[config.mk]
export PLATFORM = sky130hd
export DESIGN_NAME = irq_vector_ctrl
export DESIGN_NICKNAME = d
export VERILOG_FILES = /design/src/rtl/irq_pkg.sv /design/src/rtl/irq_edge_capture.sv /design/src/rtl/irq_enable_regs.sv /design/src/rtl/irq_priority_pick.sv /design/src/rtl/irq_vector_ctrl.sv
export SDC_FILE = /design/constraint.sdc
export NUM_CORES = 1
export LEC_CHECK = 0
export ABC_AREA = 1
export CORE_ASPECT_RATIO = 1.2
export CORE_UTILIZATION = 45
export CTS_CLUSTER_DIAMETER = 60
export DETAILED_ROUTE_END_ITERATION = 8
export DONT_BUFFER_PORTS = 1
export PLACE_DENSITY_LB_ADDON = 0.2
export SLEW_MARGIN = 20
export SYNTH_ARGS = -nofsm -noshare
export SYNTH_HDL_FRONTEND = slang
export SYNTH_SLANG_ARGS = --single-unit
[constraint.sdc]
create_clock -name clk -period 1.37 [get_ports clk]
set_clock_uncertainty 0.2 [all_clocks]
set_input_delay 0.2055 -clock clk [delete_from_list [all_inputs] [get_ports clk]]
set_output_delay 0.2055 -clock clk [all_outputs]
set_load 0.02 [all_outputs]
[src/rtl/irq_pkg.sv]
package irq_pkg;
  localparam int N_SRC  = 5;
  localparam int CODE_W = 3;
  localparam int VEC_W  = 16;

  typedef enum logic [CODE_W-1:0] {
    SRC_NONE = 3'd0,
    SRC_GEN  = 3'd1,
    SRC_RSTL = 3'd2,
    SRC_RSTM = 3'd3,
    SRC_RSTH = 3'd4,
    SRC_TRAP = 3'd5
  } irq_src_e;

  // branch address for a source code; the general source has none
  function automatic logic [VEC_W-1:0] src_vector(input irq_src_e s);
    case (s)
      SRC_TRAP: src_vector = VEC_W'(16'h0024);
      SRC_RSTH: src_vector = VEC_W'(16'h003C);
      SRC_RSTM: src_vector = VEC_W'(16'h0034);
      SRC_RSTL: src_vector = VEC_W'(16'h002C);
      default:  src_vector = '0;
    endcase
  endfunction

  // true when the source needs the program counter saved
  function automatic logic src_is_vectored(input irq_src_e s);
    src_is_vectored = (s != SRC_NONE) && (s != SRC_GEN);
  endfunction
endpackage

[src/rtl/irq_edge_capture.sv]
module irq_edge_capture (
  input  logic clk,
  input  logic rst_n,
  input  logic trap_req,
  input  logic rsth_req,
  input  logic take_trap,
  input  logic take_rsth,
  input  logic clr_rsth,
  output logic trap_pend,
  output logic rsth_pend
);
  logic trap_q, rsth_q;
  logic trap_rise, rsth_rise;

  assign trap_rise = trap_req & ~trap_q;
  assign rsth_rise = rsth_req & ~rsth_q;

  always_ff @(posedge clk) begin
    if (!rst_n) begin
      trap_q    <= 1'b0;
      rsth_q    <= 1'b0;
      trap_pend <= 1'b0;
      rsth_pend <= 1'b0;
    end else begin
      trap_q <= trap_req;
      rsth_q <= rsth_req;
      // trap edge is kept only while the line stays high
      trap_pend <= (trap_pend | trap_rise) & trap_req & ~take_trap;
      // a new edge wins over a clear in the same cycle
      if (rsth_rise)
        rsth_pend <= 1'b1;
      else if (take_rsth || clr_rsth)
        rsth_pend <= 1'b0;
    end
  end
endmodule

[src/rtl/irq_enable_regs.sv]
module irq_enable_regs #(
  parameter int CMD_W = 5
) (
  input  logic             clk,
  input  logic             rst_n,
  input  logic             cmd_wr,
  input  logic [CMD_W-1:0] cmd_data,
  input  logic             ei_cmd,
  input  logic             di_cmd,
  input  logic             accept,
  output logic [2:0]       mask,
  output logic             gie,
  output logic             clr_rsth
);
  localparam int MSK_APPLY = 3;
  localparam int CLR_BIT   = 4;

  assign clr_rsth = cmd_wr & cmd_data[CLR_BIT];

  always_ff @(posedge clk) begin
    if (!rst_n) begin
      mask <= 3'b111;
      gie  <= 1'b0;
    end else begin
      if (cmd_wr && cmd_data[MSK_APPLY])
        mask <= cmd_data[2:0];
      // acceptance overrides an enable in the same cycle
      if (accept || di_cmd)
        gie <= 1'b0;
      else if (ei_cmd)
        gie <= 1'b1;
    end
  end
endmodule

[src/rtl/irq_priority_pick.sv]
module irq_priority_pick
  import irq_pkg::*;
#(
  parameter int NS = N_SRC
) (
  input  logic [NS-1:0] elig,
  output irq_src_e      pick
);
  // index i maps to code i+1; higher index wins
  always_comb begin
    pick = SRC_NONE;
    for (int i = 0; i < NS; i++) begin
      if (elig[i]) pick = irq_src_e'(CODE_W'(i + 1));
    end
  end
endmodule

[src/rtl/irq_vector_ctrl.sv]
module irq_vector_ctrl
  import irq_pkg::*;
#(
  parameter int CMD_W    = 5,
  parameter int STATUS_W = 8
) (
  input  logic                clk,
  input  logic                rst_n,
  input  logic                trap_req,
  input  logic                rsth_req,
  input  logic                rstm_req,
  input  logic                rstl_req,
  input  logic                intr_req,
  input  logic                insn_boundary,
  input  logic                cmd_wr,
  input  logic [CMD_W-1:0]    cmd_data,
  input  logic                ei_cmd,
  input  logic                di_cmd,
  input  logic                push_done,
  output logic                take,
  output logic [CODE_W-1:0]   take_src,
  output logic [VEC_W-1:0]    take_vector,
  output logic                intr_ack,
  output logic                push_req,
  output logic [STATUS_W-1:0] status_word
);
  logic [2:0]       mask;
  logic             gie, clr_rsth;
  logic             trap_pend, rsth_pend;
  logic [N_SRC-1:0] elig;
  irq_src_e         pick;
  logic             accept;
  logic             take_q, ack_q, push_q;
  irq_src_e         src_q;
  logic [VEC_W-1:0] vec_q;

  irq_enable_regs #(.CMD_W(CMD_W)) u_en (
    .clk(clk), .rst_n(rst_n), .cmd_wr(cmd_wr), .cmd_data(cmd_data),
    .ei_cmd(ei_cmd), .di_cmd(di_cmd), .accept(accept),
    .mask(mask), .gie(gie), .clr_rsth(clr_rsth)
  );

  irq_edge_capture u_cap (
    .clk(clk), .rst_n(rst_n), .trap_req(trap_req), .rsth_req(rsth_req),
    .take_trap(accept && pick == SRC_TRAP),
    .take_rsth(accept && pick == SRC_RSTH),
    .clr_rsth(clr_rsth),
    .trap_pend(trap_pend), .rsth_pend(rsth_pend)
  );

  assign elig[0] = intr_req & gie;
  assign elig[1] = rstl_req & gie & ~mask[0];
  assign elig[2] = rstm_req & gie & ~mask[1];
  assign elig[3] = rsth_pend & gie & ~mask[2];
  assign elig[4] = trap_pend & trap_req;

  irq_priority_pick #(.NS(N_SRC)) u_pick (.elig(elig), .pick(pick));

  assign accept = insn_boundary & ~push_q & (pick != SRC_NONE);

  always_ff @(posedge clk) begin
    if (!rst_n) begin
      take_q <= 1'b0;
      ack_q  <= 1'b0;
      push_q <= 1'b0;
      src_q  <= SRC_NONE;
      vec_q  <= '0;
    end else begin
      take_q <= accept;
      ack_q  <= accept && (pick == SRC_GEN);
      if (accept) begin
        src_q <= pick;
        vec_q <= src_vector(pick);
      end
      if (accept && src_is_vectored(pick))
        push_q <= 1'b1;
      else if (push_done)
        push_q <= 1'b0;
    end
  end

  assign take        = take_q;
  assign take_src    = src_q;
  assign take_vector = vec_q;
  assign intr_ack    = ack_q;
  assign push_req    = push_q;
  assign status_word = STATUS_W'({1'b0, rsth_pend, rstm_req, rstl_req, gie, mask});
endmodule


### Word-level counts from Yosys, hierarchy flattened

Index checks and enable logic that the tools add are counted.

| word-level totals | value |
|---|---|
| output and inout bits | 30 |
| input bits | 17 |
| flip-flop bits (word level) | 30 |
| word-level logic and storage cells | 63 |

| operators by class | value |
|---|---|
| multiplexer cells | 10 |
| reductions and logical operators | 12 |
| bitwise operators | 24 |
| equal/unequal tests | 6 |

Operator list:

| cell | count |
|---|---|
| $pmux W6 S4 | 1 |
| $and A1 B1 Y1 | 15 |
| $not A1 Y1 | 8 |
| $eq A3 B2 Y1 const B | 2 |
| $eq A3 B3 Y1 const B | 2 |
| $logic_and A1 B1 Y1 | 6 |
| $mux W3 | 2 |
| $mux W1 | 5 |
| $mux W2 | 2 |
| $reduce_bool A2 Y1 | 2 |
| $eq A3 B1 Y1 const B | 1 |
| $ne A3 B1 Y1 const B | 1 |
| $reduce_bool A3 Y1 | 1 |
| $logic_or A1 B1 Y1 | 2 |
| $reduce_or A2 Y1 | 1 |
| $or A1 B1 Y1 | 1 |

### Longest topological paths before layout

Gate-level depths: netlist of the first run.

| logic depth | value |
|---|---|
| depth after elaboration | 12 |
| mapped depth | 9 |
| depth with buffers taken out | 9 |

### Modules after synthesis

A second synthesis of the first run with hierarchy kept.

| second synthesis, totals | value |
|---|---|
| cell total of the unflattened synthesis | 130 |
| area, all modules | 903.4 um2 |

By module, submodules not included:

| module | area an instance (um2) | cells each | instances |
|---|---|---|---|
| irq_vector_ctrl | 560.5 | 80 | 1 |
| irq_enable_regs | 150.1 | 20 | 1 |
| irq_edge_capture | 145.1 | 20 | 1 |
| irq_priority_pick | 47.5 | 10 | 1 |

### Least setup slack after synthesis of the first run

Ideal clock, no wire load.

| timing | value |
|---|---|
| path kind | register to register |
| from | register u_en.mask[1] |
| to | register vec_q[2] (netlist: take_vector[2]) |
| library setup time | 120 ps |
| stages on the path, launching flop included | 8 |
| clock period less this slack | 1,407 ps |
| arrival | 1,087 ps |
| slack | -37 ps |
| cell sequence | dfxtp_1 -> nor2_4 -> nor2_1 -> nand2_4 -> nand2_4 -> inv_2 -> a21oi_1 -> nor2_1 |

| on the way | value |
|---|---|
| longest elaborated chain between the ends | 7 |
| elaborated cells between the ends (all ways) | 12 |

RTL lines:

| item | line | RTL |
|---|---|---|
| start, declared | irq_enable_regs.sv:11 | `output logic [2:0] mask,` |
| start signal, assigned | irq_enable_regs.sv:26 | `mask <= cmd_data[2:0];` |
| $not A1 Y1 (*) | irq_vector_ctrl.sv:53 | `assign elig[2] = rstm_req & gie & ~mask[1];` |
| $and A1 B1 Y1 (*) | irq_vector_ctrl.sv:53 |  |
| $mux W2 (*) | irq_priority_pick.sv:13 | `if (elig[i]) pick = irq_src_e'(CODE_W'(i + 1));` |
| $mux W3 (*) (2 in series) | irq_priority_pick.sv:13 |  |
| $eq A3 B2 Y1, or another cell as far along | irq_pkg.sv:17 | `case (s)` |
| $pmux W6 S4 or $and A1 B1 Y1 (tied branches) | irq_pkg.sv:17, irq_vector_ctrl.sv:59 |  |
| end signal, assigned | irq_vector_ctrl.sv:73 | `vec_q <= src_vector(pick);` |
| end, declared | irq_vector_ctrl.sv:35 | `logic [VEC_W-1:0] vec_q;` |

Every way passes the cells marked *; elsewhere a longest branch is shown, timed or not.
A chain may end at the register's enable or synchronous reset.

### Worst setup path in the final report of the first run

| timing | value |
|---|---|
| from | register u_en.gie |
| to | register u_cap.rsth_pend |

| on the way | value |
|---|---|
| longest elaborated chain between the ends | 11 |
| elaborated cells between the ends (all ways) | 18 |

RTL lines:

| item | line | RTL |
|---|---|---|
| start, declared | irq_enable_regs.sv:12 | `output logic gie,` |
| start signal, assigned | irq_enable_regs.sv:23 | `gie <= 1'b0;` |
| start signal, assigned | irq_enable_regs.sv:29 | `gie <= 1'b0;` |
| start signal, assigned | irq_enable_regs.sv:31 | `gie <= 1'b1;` |
| $and A1 B1 Y1, on equally long branches | irq_vector_ctrl.sv:51, irq_vector_ctrl.sv:52 |  |
| $mux W1 or $and A1 B1 Y1 (tied branches) | irq_priority_pick.sv:13, irq_vector_ctrl.sv:52 |  |
| $mux W2 (2 in series) | irq_priority_pick.sv:13 |  |
| $mux W3 (*) (2 in series) | irq_priority_pick.sv:13 |  |
| $reduce_bool A3 Y1 | irq_vector_ctrl.sv:59 | `assign accept = insn_boundary & ~push_q & (pick != SRC_NONE);` |
| $and A1 B1 Y1 | irq_vector_ctrl.sv:59 |  |
| $logic_and A1 B1 Y1 (*) | irq_vector_ctrl.sv:46 | `.take_rsth(accept && pick == SRC_RSTH),` |
| $logic_or A1 B1 Y1 (*) | irq_edge_capture.sv:32 | `else if (take_rsth \|\| clr_rsth)` |
| $reduce_bool A2 Y1 (no source line) (*) | - |  |
| end signal, assigned | irq_edge_capture.sv:23 | `rsth_pend <= 1'b0;` |
| end signal, assigned | irq_edge_capture.sv:31 | `rsth_pend <= 1'b1;` |
| end signal, assigned | irq_edge_capture.sv:33 | `rsth_pend <= 1'b0;` |
| end, declared | irq_edge_capture.sv:10 | `output logic rsth_pend` |

Marks and branches as above.

==> out/qor.yml, run 1 <==
report.power.total_mw: 1.00
antenna_found_initial: 0
violations: "negative hold slack, negative setup slack"
stdcell_area_um2: 1120
status: "finished with violations"
cp_max_fo: 7
wirelength_um: 1830
syn_inst: 114
ys.flop_type: "dfxtp_1"
fin_crit_sh_pct: 101
finalSetupViolCount: 1
multi_input_area_um2: 438
viasPerCell: 4.66
overflow: 0
dpl_cell_area_um2: 913
dp.cells: 137
fin_crit_ns: 1.38
place_hpwl_um: 1210
layout_commonest_cell: "nand2_1"
synth.ff_latch_count: 17
grtUsageTotal_pct: 16.2
timing.max_cap.violations: 0
cts_sinks: 17
startpoint_type: "flip-flop"
register_area_um2: 347
vdd.ir_drop.worst_uv: 743
syn_area_um2: 901
syn_avg_cell_area_um2: 7.90
power.density_nw_per_um2: 891
cts.path.max_buffers: 2
grt_max_degree: 11
fin_nets: 155
htree_levels: 1
root_buffer: "clkbuf_4"
insertion_delay_ns: 0.28
critPathKind: "reg2reg"
drtIter0Drc: 5
hold_class: "in2reg"
ios: 47
whs_path_depth: 3
finalMaxSlewViolations: 0
syn_to_final_growth_pct: 24.9
p_leak_nw: 0.540
critPathArrivalTime_ns: 1.36
diodes: 0
dieArea_um2: 2190
endpoint_kind: "flip-flop"
numCtsBuffers: 3
wire_per_inst_um: 11.7
utilization_pct: 60.8
die_w_um: 42.8
timing.final.hold_violations: 4
fp.coreArea_um2: 1850
grt_pass1_wl_um: 2650
start_util_pct: 48.7
grt_pass1_vias: 658
holdWs_ns: -0.0503
gp_congestion: 0.732
first_pass_iters: 4
cp.required_ns: 1.35
ant_nets: 0
yosysSeqAreaShare_pct: 37.8
final_cells: 156
yosysWarnings: 0
async_reset_ff_share_pct: 0
fmax_mhz: 726
rows: 17
vias: 727
drc_errors: 0
worst_slack_ns: -0.00724
synth_cell_types: 23
cts_tree: "built"
pre_cts_slack_ns: -0.0994
r2r_cells: 9
rsz0062_at_grt: "yes"
clk_pin_slew_ns: 0.10
drive_gt1_share_pct: 31.4
fill_cells: 173
die_height_um: 51.0
port_buffers: 0
synth_edf_count: 0
layout_common_cells: "15 x nand2_1, 14 x inv_1, 14 x dlygate4sd3_1, 14 x dfxtp_1, 13 x conb_1"
final timing paths:
check | startpoint | endpoint | slack (ns)
max reg2reg | u_en.gie | u_cap.rsth_pend | -0.007
max | u_en.gie | u_cap.rsth_pend | -0.007
min reg2reg | u_cap.trap_q | u_cap.trap_pend | 0.23
min | trap_req | take_vector[3] | -0.05
timing repair:
item	CTS	global route
setup buffers	0	1
endpoints found under the setup margin	9	8
resized for setup	5	6
hold buffers	7	7
pin swaps	1	7
endpoints found under the hold margin	17	12
worst max-delay path, cell delays in order (launching register included):
cell,delay (ns)
dfxtp_4,0.38
buf_4,0.14
nand3_2,0.07
nand2_2,0.05
nand2_2,0.07
nand3_4,0.12
nand2_4,0.12
nand2_2,0.04
nand2_1,0.05
nand2_1,0.04
metal layers:
metal	track usage (%)	share of wire (%)	routed length (um)	vias up
met5	0	0	0	-
met4	10.9	1.5	27	0
met1	16.4	40	728	327
met2	29.5	53	968	26
met3	2.83	5.8	107	4
li1	-	-	-	370
power by group:
group	switching (mW)	internal (mW)	leakage (nW)	total, mW
Combinational	0.119	0.0789	0.385	0.198
Sequential	0.0245	0.517	0.140	0.542
Clock	0.150	0.113	0.0150	0.263
kinds of logic after synthesis:
kind of cell    share of synthesized area (%)
other cells                             0.416
compound gates                           10.4
buf+inv                                  22.2
simple gates                             29.2
flops                                    37.8
synthesized netlist by cell type, types with 2 or more instances:
| master | count | area, um^2 |
|---|---|---|
| inv_1 | 14 | 52.6 |
| inv_2 | 2 | 7.51 |
| a21oi_1 | 7 | 35.0 |
| nor2_2 | 3 | 18.8 |
| nand2_4 | 3 | 33.8 |
| buf_4 | 18 | 135 |
| nand2_2 | 5 | 31.3 |
| dfxtp_1 | 17 | 340 |
| nand3_1 | 6 | 30.0 |
| nor2_1 | 8 | 30.0 |
| o211ai_1 | 3 | 22.5 |
| nand2_1 | 17 | 63.8 |
per-stage QoR:
| stage | hold slack (ns) | setup TNS, ns |
|---|---|---|
| CTS | -0.223 | -0.00421 |
| floorplan | 0.110 | 0 |
| global placement | 0.0963 | -0.188 |
| detailed placement | 0.0962 | -0.509 |
| finish | -0.0503 | -0.00724 |
| global route | -0.0312 | -0.464 |
area by class of cell:
class | count | share of cell area (%)
clock buffers | 4 | 2.34
inverters | 16 | 5.34
multi-input cells | 74 | 38.9
flip-flops and latches | 17 | 30.8
well taps | 19 | 2.11
repair buffers | 26 | 20.5
(Power assumes the default switching activity.)
==> run 2, diff against run 1 <==
--- a/config.mk
+++ b/config.mk
@@ -6,9 +6,11 @@
 export NUM_CORES = 1
 export LEC_CHECK = 0
 export ABC_AREA = 1
+export CELL_PAD_IN_SITES_DETAIL_PLACEMENT = 2
+export CELL_PAD_IN_SITES_GLOBAL_PLACEMENT = 2
 export CORE_ASPECT_RATIO = 1.2
-export CORE_UTILIZATION = 45
-export CTS_CLUSTER_DIAMETER = 60
+export CORE_UTILIZATION = 28
+export CTS_CLUSTER_DIAMETER = 200
 export DETAILED_ROUTE_END_ITERATION = 8
 export DONT_BUFFER_PORTS = 1
 export PLACE_DENSITY_LB_ADDON = 0.2
==> run 2 against run 1 <==
Against the previous run: count of clock-buffer cells in the layout fell by 1; routed wire length rose by 20%; largest cell class unchanged; cell count rose by 11%; the flow still finishes with violations (negative hold slack, negative setup slack); critical path depth fell by 2; worst hold slack improved by 0.012 ns; first-iteration DRC count fell by 20%; worst setup slack got worse by 0.00094 ns; largest power group unchanged.
==> out/qor.yml, run 2 (synthesis results as in run 1) <==
finalMaxSlewViolations: 0  # unchanged
register_area_um2: 347  # unchanged
antenna_found_initial: 0  # unchanged
rr_startpoint: "u_en.gie"
root_buffer: "clkbuf_4"
numCtsBuffers: 3  # unchanged
critPathArrivalTime_ns: 1.38  # +0.02 ns
endpoint_kind: "flip-flop"
rsz0062_at_grt: "yes"
clk_pin_slew_ns: 0.11  # about the same
htree_levels: 1  # unchanged
cts_tree: "built"
ios: 47  # unchanged
drive_gt1_share_pct: 29.9  # -1.5 points
dp.cells: 155  # +13%
fin_nets: 155  # unchanged
violations: "negative hold slack, negative setup slack"
port_buffers: 0  # unchanged
die_height_um: 64.1  # +26%
timing.final.hold_violations: 3  # -1
fmax_mhz: 726  # about the same
grt_pass1_vias: 753  # +14%
first_pass_iters: 3  # -1
fin_crit_ns: 1.38  # +0.000943 ns
holdWs_ns: -0.0385  # +0.0117 ns
utilization_pct: 37.5  # -23 points
holdPathEnd: "take_vector[3]"
layout_commonest_cell: "nand2_1"
final_cells: 173  # +11%
fp.coreArea_um2: 3060  # +65%
insertion_delay_ns: 0.30  # +0.02 ns
internal_power_mw: 0.702  # -0.91%
cp.required_ns: 1.38  # +0.03 ns
finalSetupViolCount: 2  # +1
rows: 22  # +5
hold_class: "in2reg"
overflow: 0  # unchanged
cts_setup_buffers: 0  # unchanged
wirelength_um: 2210  # +20%
p_sw_mw: 0.327  # +11%
grt_pass1_wl_um: 3310  # +25%
worst_slack_ns: -0.00818  # -0.000943 ns
diodes: 0  # unchanged
drtIter0Drc: 4  # -1
r2r-end: "take_src[0]"
cts_sinks: 17  # unchanged
p_comb_share_pct: 19.0  # -0.8 points
status: "finished with violations"
startpoint_type: "flip-flop"
vias: 749  # +3.0%
ant_nets: 0  # unchanged
clockPowerShare_pct: 28.2  # +2.0 points
syn_to_final_growth_pct: 27.2
dieArea_um2: 3450  # +58%
ff2ff_setup_slack_ns: -0.008  # about the same
grt_max_degree: 11  # unchanged
wire_per_inst_um: 12.8  # +8.6%
cts.path.max_buffers: 2  # unchanged
viasPerCell: 4.33  # -7.1%
r2r_cells: 7  # -2
whs_path_depth: 3  # unchanged
gp_congestion: 0.733  # about the same
vdd.ir_drop.worst_uv: 437  # -41%
drc_errors: 0  # unchanged
place_hpwl_um: 1590  # +31%
die_w_um: 53.8  # +26%
critPathKind: "reg2reg"
p_leak_nw: 0.543  # +0.57%
cp_max_fo: 7  # unchanged
grtUsageTotal_pct: 13.5  # -2.7 points
p_sw_share_pct: 31.8  # +2.5 points
layout_common_cells: "16 x nand2_1, 14 x inv_1, 14 x dlygate4sd3_1, 14 x dfxtp_1, 13 x conb_1"
fill_cells: 375  # +120%
timing.max_cap.violations: 0  # unchanged
multi_input_area_um2: 437  # -0.29%
power.density_nw_per_um2: 898  # +0.75%
start_util_pct: 29.5  # -19 points
hp-start: "trap_req"
seq_power_share_pct: 52.8  # -1.2 points
fin_crit_sh_pct: 101  # about the same
run 2: cell count changes in the layout (fill, tap and decap cells not counted), sizes merged:
cell    previous run  this run
clkinv             0         1
clkbuf             4         3
run 2: power by group through the flow:
| stage | combinational (mW) | clock (mW) | sequential (mW) |
|---|---|---|---|
| 4_1_cts | 0.181 | 0.312 | 0.544 |
| 6_report | 0.196 | 0.290 | 0.543 |
| 2_1_floorplan | 0.150 | 0 | 0.562 |
| 3_5_place_dp | 0.154 | 0 | 0.554 |
| 5_1_grt | 0.215 | 0.324 | 0.547 |
| 3_3_place_gp | 0.151 | 0 | 0.553 |
run 2: timing repair:
action | in CTS | in global routing
setup endpoints to repair | 13 | 8
hold buffers | 9 | 5
pin swaps | 1 | 1
cloned | 0 | 0
hold endpoints to repair | 17 | 8
resized for setup | 9 | 1
run 2: cell type report:
class | count | area share (%)
multi-input combinational | 74 | 38.1
sequential | 17 | 30.2
clock inverter | 1 | 0.437
clock buffer | 3 | 1.97
tap | 36 | 3.93
inverter | 16 | 5.24
timing repair buffer | 26 | 20.1
run 2: worst max path at each step:
stage                 start               to  cells past startpoint
3_5_place_dp       u_en.gie  u_cap.rsth_pend                      9
2_1_floorplan  u_en.mask[2]   take_vector[2]                      7
4_1_cts            u_en.gie      take_src[0]                      7
6_report           u_en.gie      take_src[0]                      7
5_1_grt            u_en.gie  u_cap.rsth_pend                      9
3_3_place_gp       u_en.gie  u_cap.rsth_pend                      9
run 2: per-stage QoR:
step | power (mW) | area [um^2] | worst slack [ns] | setup TNS [ns]
after detailed placement | 0.708 | 942 | -0.144 | -0.777
after global placement | 0.704 | 942 | -0.0449 | -0.197
after floorplan | 0.712 | 947 | 0.000625 | 0
after CTS | 1.04 | 1090 | -0.0177 | -0.0433
after global routing | 1.09 | 1150 | -0.118 | -0.613
final | 1.03 | 1150 | -0.00818 | -0.0155
run 2: critical path, cell delays in order (launching register included):
cell and delay, ns:
dfxtp_4 0.40, nand2_2 0.07, nor2_4 0.15, inv_1 0.11, nand3_4 0.12, o21ai_2 0.09
nand2_2 0.08, nand2_1 0.06
run 2: layer usage:
layer | wire (um) | vias up | GRT usage, %
met5 | 0 | - | 0
met4 | 31 | 0 | 5.92
li1 | - | 368 | -
met2 | 1160 | 25 | 23.1
met1 | 895 | 352 | 14.3
met3 | 123 | 4 | 4.52
